File: config.mk
export PLATFORM = sky130hd
export DESIGN_NAME = mpw_detect
export DESIGN_NICKNAME = d
export VERILOG_FILES = /design/src/rtl/mpw_pkg.sv /design/src/rtl/mpw_byte_pick.sv /design/src/rtl/mpw_matcher.sv /design/src/rtl/mpw_wake_latch.sv /design/src/rtl/mpw_detect.sv
export SDC_FILE = /design/constraint.sdc
export NUM_CORES = 1
export LEC_CHECK = 0
export CAP_MARGIN = 0
export CORE_ASPECT_RATIO = 1.25
export CORE_MARGIN = 1.5
export CORE_UTILIZATION = 38
export DETAILED_ROUTE_END_ITERATION = 10
export PLACE_DENSITY = 0.82
export SLEW_MARGIN = 10
export SYNTH_ARGS = -nofsm -noshare
export SYNTH_HDL_FRONTEND = slang
export SYNTH_HIERARCHICAL = 1
export SYNTH_SLANG_ARGS = --single-unit
File: constraint.sdc
create_clock -name clk -period 3 [get_ports clk]
set_clock_uncertainty 0.2 [all_clocks]
set_input_delay 0.45 -clock clk [delete_from_list [all_inputs] [get_ports clk]]
set_output_delay 0.45 -clock clk [all_outputs]
set_load 0.03 [all_outputs]
File: src/rtl/mpw_pkg.sv
package mpw_pkg;
  typedef enum logic {
    ST_HUNT = 1'b0,
    ST_ADDR = 1'b1
  } mstate_t;
endpackage

File: src/rtl/mpw_byte_pick.sv
module mpw_byte_pick #(
  parameter int BYTE_W    = 8,
  parameter int MAC_BYTES = 6,
  localparam int MAC_W    = BYTE_W * MAC_BYTES,
  localparam int LANE_W   = (MAC_BYTES > 1) ? $clog2(MAC_BYTES) : 1
) (
  input  logic [MAC_W-1:0]  mac,
  input  logic [LANE_W-1:0] lane,
  output logic [BYTE_W-1:0] pick
);
  logic [BYTE_W-1:0] lane_byte [MAC_BYTES];

  for (genvar gi = 0; gi < MAC_BYTES; gi++) begin : g_lane
    assign lane_byte[gi] = mac[MAC_W-1-gi*BYTE_W -: BYTE_W];
  end

  always_comb begin
    pick = '0;
    for (int i = 0; i < MAC_BYTES; i++) begin
      if (lane == LANE_W'(i)) pick = lane_byte[i];
    end
  end
endmodule

File: src/rtl/mpw_matcher.sv
module mpw_matcher
  import mpw_pkg::*;
#(
  parameter int          BYTE_W    = 8,
  parameter int          MAC_BYTES = 6,
  parameter int          SYNC_LEN  = 6,
  parameter int          COPIES    = 16,
  parameter logic [7:0]  SYNC_BYTE = 8'hFF,
  localparam int LANE_W = (MAC_BYTES > 1) ? $clog2(MAC_BYTES) : 1,
  localparam int COPY_W = (COPIES > 1) ? $clog2(COPIES) : 1,
  localparam int CNT_W  = $clog2(SYNC_LEN + 1)
) (
  input  logic              clk,
  input  logic              rst_n,
  input  logic              acc,
  input  logic              sof,
  input  logic              eof,
  input  logic [BYTE_W-1:0] data,
  input  logic [BYTE_W-1:0] exp_byte,
  output logic [LANE_W-1:0] cur_lane,
  output logic [CNT_W-1:0]  ff_cnt,
  output logic              in_addr,
  output logic              found_q,
  output logic              found_next
);
  mstate_t           st_q, b_st, n_st;
  logic [CNT_W-1:0]  cnt_q, b_cnt, n_cnt, hunt_cnt;
  logic [LANE_W-1:0] lane_q, b_lane, n_lane;
  logic [COPY_W-1:0] copy_q, b_copy, n_copy;
  logic              b_found, hit, is_sync, lane_last, copy_last;

  // Frame start wipes progress before the byte itself is examined.
  always_comb begin
    b_st    = sof ? ST_HUNT : st_q;
    b_cnt   = sof ? '0 : cnt_q;
    b_lane  = sof ? '0 : lane_q;
    b_copy  = sof ? '0 : copy_q;
    b_found = sof ? 1'b0 : found_q;
  end

  assign cur_lane  = b_lane;
  assign is_sync   = (data == BYTE_W'(SYNC_BYTE));
  assign lane_last = (b_lane == LANE_W'(MAC_BYTES - 1));
  assign copy_last = (b_copy == COPY_W'(COPIES - 1));

  always_comb begin
    n_st     = b_st;
    n_cnt    = b_cnt;
    n_lane   = b_lane;
    n_copy   = b_copy;
    hit      = 1'b0;
    hunt_cnt = (b_st == ST_ADDR) ? '0 : b_cnt;
    if (b_st == ST_ADDR && data == exp_byte) begin
      if (lane_last) begin
        n_lane = '0;
        if (copy_last) begin
          hit    = 1'b1;
          n_st   = ST_HUNT;
          n_cnt  = '0;
          n_copy = '0;
        end else begin
          n_copy = b_copy + COPY_W'(1);
        end
      end else begin
        n_lane = b_lane + LANE_W'(1);
      end
    end else begin
      // Searching, or a broken copy re-examined from an empty run.
      n_st   = ST_HUNT;
      n_lane = '0;
      n_copy = '0;
      if (is_sync) begin
        n_cnt = (hunt_cnt == CNT_W'(SYNC_LEN)) ? hunt_cnt : hunt_cnt + CNT_W'(1);
      end else if (hunt_cnt == CNT_W'(SYNC_LEN) && data == exp_byte) begin
        n_st   = ST_ADDR;
        n_lane = (MAC_BYTES > 1) ? LANE_W'(1) : '0;
        n_cnt  = '0;
      end else begin
        n_cnt = '0;
      end
    end
  end

  assign found_next = b_found | hit;

  always_ff @(posedge clk or negedge rst_n) begin
    if (!rst_n) begin
      st_q    <= ST_HUNT;
      cnt_q   <= '0;
      lane_q  <= '0;
      copy_q  <= '0;
      found_q <= 1'b0;
    end else if (acc) begin
      if (eof) begin
        st_q    <= ST_HUNT;
        cnt_q   <= '0;
        lane_q  <= '0;
        copy_q  <= '0;
        found_q <= 1'b0;
      end else begin
        st_q    <= n_st;
        cnt_q   <= n_cnt;
        lane_q  <= n_lane;
        copy_q  <= n_copy;
        found_q <= found_next;
      end
    end
  end

  assign ff_cnt  = cnt_q;
  assign in_addr = (st_q == ST_ADDR);
endmodule

File: src/rtl/mpw_wake_latch.sv
module mpw_wake_latch (
  input  logic clk,
  input  logic rst_n,
  input  logic set_i,
  input  logic clr_i,
  output logic wake_o
);
  always_ff @(posedge clk or negedge rst_n) begin
    if (!rst_n)     wake_o <= 1'b0;
    else if (set_i) wake_o <= 1'b1;
    else if (clr_i) wake_o <= 1'b0;
  end
endmodule

File: src/rtl/mpw_detect.sv
module mpw_detect #(
  parameter int         BYTE_W    = 8,
  parameter int         MAC_BYTES = 6,
  parameter int         SYNC_LEN  = 6,
  parameter int         COPIES    = 16,
  parameter logic [7:0] SYNC_BYTE = 8'hFF,
  localparam int MAC_W  = BYTE_W * MAC_BYTES,
  localparam int LANE_W = (MAC_BYTES > 1) ? $clog2(MAC_BYTES) : 1,
  localparam int CNT_W  = $clog2(SYNC_LEN + 1)
) (
  input  logic              clk,
  input  logic              rst_n,
  input  logic [BYTE_W-1:0] rx_data,
  input  logic              rx_valid,
  output logic              rx_ready,
  input  logic              rx_sof,
  input  logic              rx_eof,
  input  logic              addr_ok,
  input  logic              crc_ok,
  input  logic [MAC_W-1:0]  station_mac,
  input  logic              wake_en,
  input  logic              wake_clr,
  output logic              wake_req
);
  logic              ready_q, acc, in_addr, found_q, found_next, wake_set;
  logic [LANE_W-1:0] cur_lane;
  logic [CNT_W-1:0]  ff_cnt;
  logic [BYTE_W-1:0] exp_byte;

  always_ff @(posedge clk or negedge rst_n) begin
    if (!rst_n) ready_q <= 1'b0;
    else        ready_q <= 1'b1;
  end
  assign rx_ready = ready_q;
  assign acc      = rx_valid & ready_q;

  mpw_byte_pick #(.BYTE_W(BYTE_W), .MAC_BYTES(MAC_BYTES)) u_pick (
    .mac  (station_mac),
    .lane (cur_lane),
    .pick (exp_byte)
  );

  mpw_matcher #(
    .BYTE_W(BYTE_W), .MAC_BYTES(MAC_BYTES), .SYNC_LEN(SYNC_LEN),
    .COPIES(COPIES), .SYNC_BYTE(SYNC_BYTE)
  ) u_match (
    .clk        (clk),
    .rst_n      (rst_n),
    .acc        (acc),
    .sof        (rx_sof),
    .eof        (rx_eof),
    .data       (rx_data),
    .exp_byte   (exp_byte),
    .cur_lane   (cur_lane),
    .ff_cnt     (ff_cnt),
    .in_addr    (in_addr),
    .found_q    (found_q),
    .found_next (found_next)
  );

  assign wake_set = acc & rx_eof & found_next & addr_ok & crc_ok & wake_en;

  mpw_wake_latch u_wake (
    .clk    (clk),
    .rst_n  (rst_n),
    .set_i  (wake_set),
    .clr_i  (wake_clr),
    .wake_o (wake_req)
  );
endmodule

======== Yosys cells after proc, flatten, opt, wreduce, memory -nomap -nowiden ========
Index checks and enable logic that the tools add are counted.
word-level totals
  bits of input ports ..................... 65
  output and inout bits ................... 2
  logic and storage cells ................. 69
  flip-flop bits (word level) ............. 14
cells by class
  equal/unequal tests ..................... 9
  mux-type cells .......................... 39
  bitwise logic cells ..................... 7
  add/subtract/negate cells ............... 3
  reductions and logical operators ........ 4
operators by type and width
  kind                                                                    number
  8-bit 2-to-1 mux                                                        6
  3-bit 2-to-1 mux                                                        13
  4-bit 2-to-1 mux                                                        5
  1-bit 2-to-1 mux                                                        15
  3-bit equality test (second input constant)                             3
  8-bit equality test                                                     1
  8-bit equality test (second input constant)                             1
  3-bit by 1-bit adder with 3-bit output (second input constant)          2
  1-bit AND                                                               6
  3-bit by 2-bit equality test with 1-bit output (second input constant)  2
  4-bit by 1-bit adder with 4-bit output (second input constant)          1
  4-bit equality test (second input constant)                             1
  3-bit by 1-bit equality test with 1-bit output (second input constant)  1
  3-bit logical NOT                                                       1
  1-bit logical AND                                                       2
  2-bit nonzero test                                                      1
  1-bit bitwise OR                                                        1

======== Logic depth before layout (Yosys ltp) ========
  depth after elaboration ................. 17
  gate-level depth with buffers ........... 14
  mapped depth without buffers ............ 12

======== Modules after synthesis ========
The synthesis kept the hierarchy.
by module, submodules not included
  module          cells an instance  seq. area each (µm²)  area each (µm²)  times used
  mpw_matcher     105                300.3                 944.7            1
  mpw_byte_pick   47                 0.0                   457.9            1
  mpw_detect      6                  25.0                  50.0             1
  mpw_wake_latch  3                  25.0                  36.3             1

======== Worst setup path before layout ========
No wires, ideal clock.
  path type ............................... register to register
  start point ............................. register u_match.lane_q[0]
  end point ............................... register u_wake.wake_o
  setup time .............................. 0.064 ns
  required time ........................... 2.736 ns
  period minus slack after synthesis ...... 2.947 ns
  buffers on the path ..................... 2
  cell stages (with the launch flop) ...... 15
  path slack .............................. 0.053 ns
  arrival time ............................ 2.683 ns
  cells stage by stage .................... dfrtp_1 -> nor2b_1 -> buf_6 -> buf_12 -> mux2i_1 -> o21a_1 -> a221oi_2 -> xnor2_2 -> nand4_2 -> nor4_1 -> a41oi_1 -> nor2_1 -> nand4_1 -> nor2_1 -> a21o_1
on the way
  longest elaborated chain between the ends .. 17
  elaborated cells on any way between the ends .. 24
  those cells by class .................... eq/ne (6); mux (10); bitwise (5); reduce/logical (3)
RTL lines
  item                                                    RTL line              source
  start: declaration                                      mpw_matcher.sv:28     logic [LANE_W-1:0] lane_q, b_lane, n_lane;
  start signal: assignment                                mpw_matcher.sv:103    lane_q <= n_lane;
  3-bit 2-to-1 mux *                                      mpw_matcher.sv:36     b_lane = sof ? '0 : lane_q;
  named net cur_lane[0]                                   mpw_detect.sv:26      logic [LANE_W-1:0] cur_lane;
  3-bit logical NOT                                       mpw_byte_pick.sv:20   if (lane == LANE_W'(i)) pick = lane_byte[i];
  8-bit 2-to-1 mux (5 in series)                          mpw_byte_pick.sv:20
  8-bit 2-to-1 mux *                                      mpw_byte_pick.sv:20
  named net exp_byte[4]                                   mpw_detect.sv:28      logic [BYTE_W-1:0] exp_byte;
  8-bit equality test *                                   mpw_matcher.sv:53     if (b_st == ST_ADDR && data == exp_byte) begin
  1-bit logical AND *                                     mpw_matcher.sv:53
  1-bit 2-to-1 mux *                                      mpw_matcher.sv:53
  1-bit bitwise OR *                                      mpw_matcher.sv:84     assign found_next = b_found | hit;
  named net found_next                                    mpw_detect.sv:25      logic ready_q, acc, in_addr, found_q, found_next, wake_set;
  1-bit AND * (4 in series)                               mpw_detect.sv:61      assign wake_set = acc & rx_eof & found_next & addr_ok & crc_ok & wake_en;
  named net wake_set                                      mpw_detect.sv:25
  1-bit 2-to-1 mux or 2-bit nonzero test (tied branches)  n/a
  end signal: assignment                                  mpw_wake_latch.sv:9   if (!rst_n) wake_o <= 1'b0;
  end signal: assignment                                  mpw_wake_latch.sv:10  else if (set_i) wake_o <= 1'b1;
  end signal: assignment                                  mpw_wake_latch.sv:11  else if (clr_i) wake_o <= 1'b0;
  end: declaration                                        mpw_wake_latch.sv:6   output logic wake_o
The timed path passes the listed nets; every way through them passes the cells marked *.
A chain may end at the register's enable or synchronous reset.

======== Final worst setup path ========
  start point ............................. register u_match.lane_q[0]
  end point ............................... register u_match.lane_q[1]
on the way
  longest elaborated chain between the ends .. 12
  elaborated cells on any way between the ends .. 19
  those cells by class .................... add/sub (1); eq/ne (6); mux (10); reduce/logical (2)
RTL lines
  item                            RTL line             source
  3-bit 2-to-1 mux *              mpw_matcher.sv:36
  named net cur_lane[0]           mpw_detect.sv:26
  3-bit logical NOT               mpw_byte_pick.sv:20
  8-bit 2-to-1 mux (5 in series)  mpw_byte_pick.sv:20
  8-bit 2-to-1 mux *              mpw_byte_pick.sv:20
  named net exp_byte[2]           mpw_detect.sv:28
  8-bit equality test *           mpw_matcher.sv:53
  1-bit logical AND *             mpw_matcher.sv:53
  3-bit 2-to-1 mux *              mpw_matcher.sv:53
  3-bit 2-to-1 mux *              mpw_matcher.sv:94    if (eof) begin
Marked as above.

==> flow_summary.toml <==
[status]
status = "finished, final reports clean"

[sta]
fin_ws_ns = 0.0770
setup_viol = 0
fin_crit_ns = 2.92
tns_ns = 0
final.period_utilization = 0.974
worst_pin_slew_ns = 0.675
timing.hold.ws_ns = 0.288
relSlewSlack = 0.549
final-hold-violation-count = 0
slew_viol_final = 0
fmax_mhz = 342

[die]
die_h_um = 73.0
dieArea_um2 = 4310
start_util = 0.397
core-area_um2 = 3750
io-pin-count = 67
dieWidth_um = 59.0
fp-row-count = 25

[global_routing]
grt-ovfl-total = 0
grtUsageTotal = 0.219
grt_max_degree = 15
grt_pass1_wl_um = 7410
grt_pass1_vias = 1646
grt_antenna_before_repair = 0

[routing]
initialDrtViolationCount = 52
dr.pass1.iters = 4
viasPerCell = 5.76
via_count = 1625
wire_per_inst_um = 17.4
wirelength_um = 4910
drc = 0
drtAntennaViolNets = 0

[yosys]
ys_ff_latch = 14
muxShareOfSynthArea = 0.161
synth_largest_area_cell = "dfrtp_1"
synth_area_leaders = "dfrtp_1, mux2i_1, o21a_1, xnor2_2, a221oi_2"
synth-warning-count = 6
synth-simple-area-share = 0.205
synthAdderAreaFrac = 0.0168
ys_seq_area_frac = 0.235
syn_area_um2 = 1490
synthFlopType = "dfrtp_1"
postSynthCellCount = 161
synth_compound_area_frac = 0.239
async_flop_share = 1.00
synth_nets = 228
yosys-top-cells-count = "mux2i_1, dfrtp_1, nand2_1"
yosysMostFrequentCell = "mux2i_1"
yosysTopAreaCellShare = 0.235
syn_avg_cell_area_um2 = 9.25
synth-xor-area-share = 0.0731
synth_top_family_by_area = "compound AO/OA/AOI/OAI gates"
synth_cell_type_count = 44
synth-edff-count = 0

[job]
cap_violations = 0

[power_and_ir_drop]
power.share.clock = 0.303
static-leakage-power_nw = 0.937
power.share.combinational = 0.330
pwr-share-seq = 0.367
p_sw_mw = 0.132
peakVddDrop_mv = 0.252
switching_share = 0.254
power_density_nw_per_um2 = 208
p_int_mw = 0.386

[clock_tree]
cts-htree-levels = 1
cts_buffer_depth = 2
root_buffer = "clkbuf_8"
clock_latency_ns = 0.25
clk_pin_slew_ns = 0.06
cts_tree = "built"
cts_sinks = 14
cts_buffers = 3

[placed_design]
dpl_cell_area_um2 = 2280
gp_congestion = 0.793
io_buffers = 66
dp.cells = 275
hpwl_um = 3570
pre_cts_ws_ns = -0.554

[critical_path]
r2r_end = "u_match/lane_q[1]"
endpoint_kind = "register"
r2r_cells = 11
path_max_fanout = 11
path_class = "reg2reg"
r2r-start = "u_match/lane_q[0]"
worstPathRequired_ns = 2.99
r2r_slack_ns = 0.08
cp-start-kind = "register"
arrival_ns = 2.91

[final_layout]
area_delta_synth_final_pct = 67.1
antenna_cells = 0
stdcell_count = 282
fin_area_um2 = 2490
drive_gt1_frac = 0.236
final_nets = 311

[hold_path]
hp-start = "u_wake/wake_o"
holdPathEnd = "u_wake/wake_o"
hold_path_class = "reg2reg"
holdPathStages = 1
stage by stage:
stage / utilization / power, mW
final: 0.663 / 0.518
after global routing: 0.663 / 0.541
after CTS: 0.637 / 0.509
after detailed placement: 0.607 / 0.347
after global placement: 0.607 / 0.345
after floorplan: - / 0.242
per-layer routing:
metal	vias to the layer above	track usage	routed length (um)
met3	8	0.0514	488
met2	95	0.404	2400
met4	0	0.0429	65
li1	778	-	-
met1	744	0.253	1950
met5	-	0	0
repair_timing:
item | in CTS | in global routing
setup endpoints to repair | 12 | 11
pin swaps | 6 | 9
hold buffers | 0 | 0
gates cloned | 1 | 0
gates resized for setup | 9 | 17
buffers inserted | 0 | 3
worst max-delay path, stage by stage, from the launching register on:
cell and delay (ns):
dfrtp_1 0.38, nor2b_4 0.15, buf_12 0.15, buf_4 0.13
mux2i_1 0.16, a221oi_2 0.37, xnor2_1 0.17, nand2_2 0.11
buf_4 0.16, or4_4 0.50, o31ai_4 0.20, a22o_1 0.17
registers in the layout, summed over array words and instances, names as in the netlist:
| register | count |
|---|---|
| u_match/ff_cnt | 3 |
| u_match/lane_q | 3 |
| u_match/found_q | 1 |
| u_match/in_addr | 1 |
| rx_ready | 1 |
| u_match/copy_q | 4 |
| u_wake/wake_o | 1 |
area by class of cell:
type / count / area, um^2
sequential: 14 / 350
multi-input combinational: 131 / 1150
fill: 294 / 1270
timing repair buffer: 86 / 861
inverter: 8 / 30.0
tap: 40 / 50.0
clock buffer: 3 / 41.3
placed cells by master (no fill, tap or decap), drive strengths merged, types with 2 or more instances in the layout:
cell / instances
a21o: 2
a21oi: 4
a221oi: 8
a22o: 2
a31oi: 3
a32oi: 2
a41oi: 2
and2: 2
and4: 2
buf: 19
clkbuf: 5
clkdlybuf4s50: 65
dfrtp: 14
ha: 2
inv: 8
mux2i: 24
nand2: 12
nand3: 7
nand4: 5
nor2: 9
nor2b: 4
nor3: 2
nor4: 2
o211ai: 3
o21a: 9
o21ai: 3
o32ai: 2
or2: 2
or4: 3
xnor2: 9
worst max path at each step:
stage                            startpoint  slack (ns)  cells after the start                end
after floorplan           u_match/lane_q[0]        0.05                     14      u_wake/wake_o
after global placement               rx_sof       -0.50                     16      u_wake/wake_o
after detailed placement             rx_sof       -0.55                     16      u_wake/wake_o
after CTS                            rx_sof      0.0004                     12  u_match/copy_q[2]
after global routing      u_match/lane_q[0]       -0.04                     11  u_match/lane_q[1]
final                     u_match/lane_q[0]        0.08                     11  u_match/lane_q[1]
power groups by stage:
stage	clock [mW]	sequential [mW]	combinational, mW
2_1_floorplan	0	0.195	0.0468
3_3_place_gp	0	0.194	0.151
3_5_place_dp	0	0.193	0.154
4_1_cts	0.160	0.190	0.159
5_1_grt	0.168	0.190	0.182
6_report	0.157	0.190	0.171
cells by family after synthesis:
family,after synthesis
AO/OA/AOI/OAI,42
multiplexers,24
XOR/XNOR,9
other,1
AND/OR/NAND/NOR,53
buffers and inverters,16
adder cells (fa/ha/maj),2
flip-flops,14
Power figures use the tool's default switching activity.
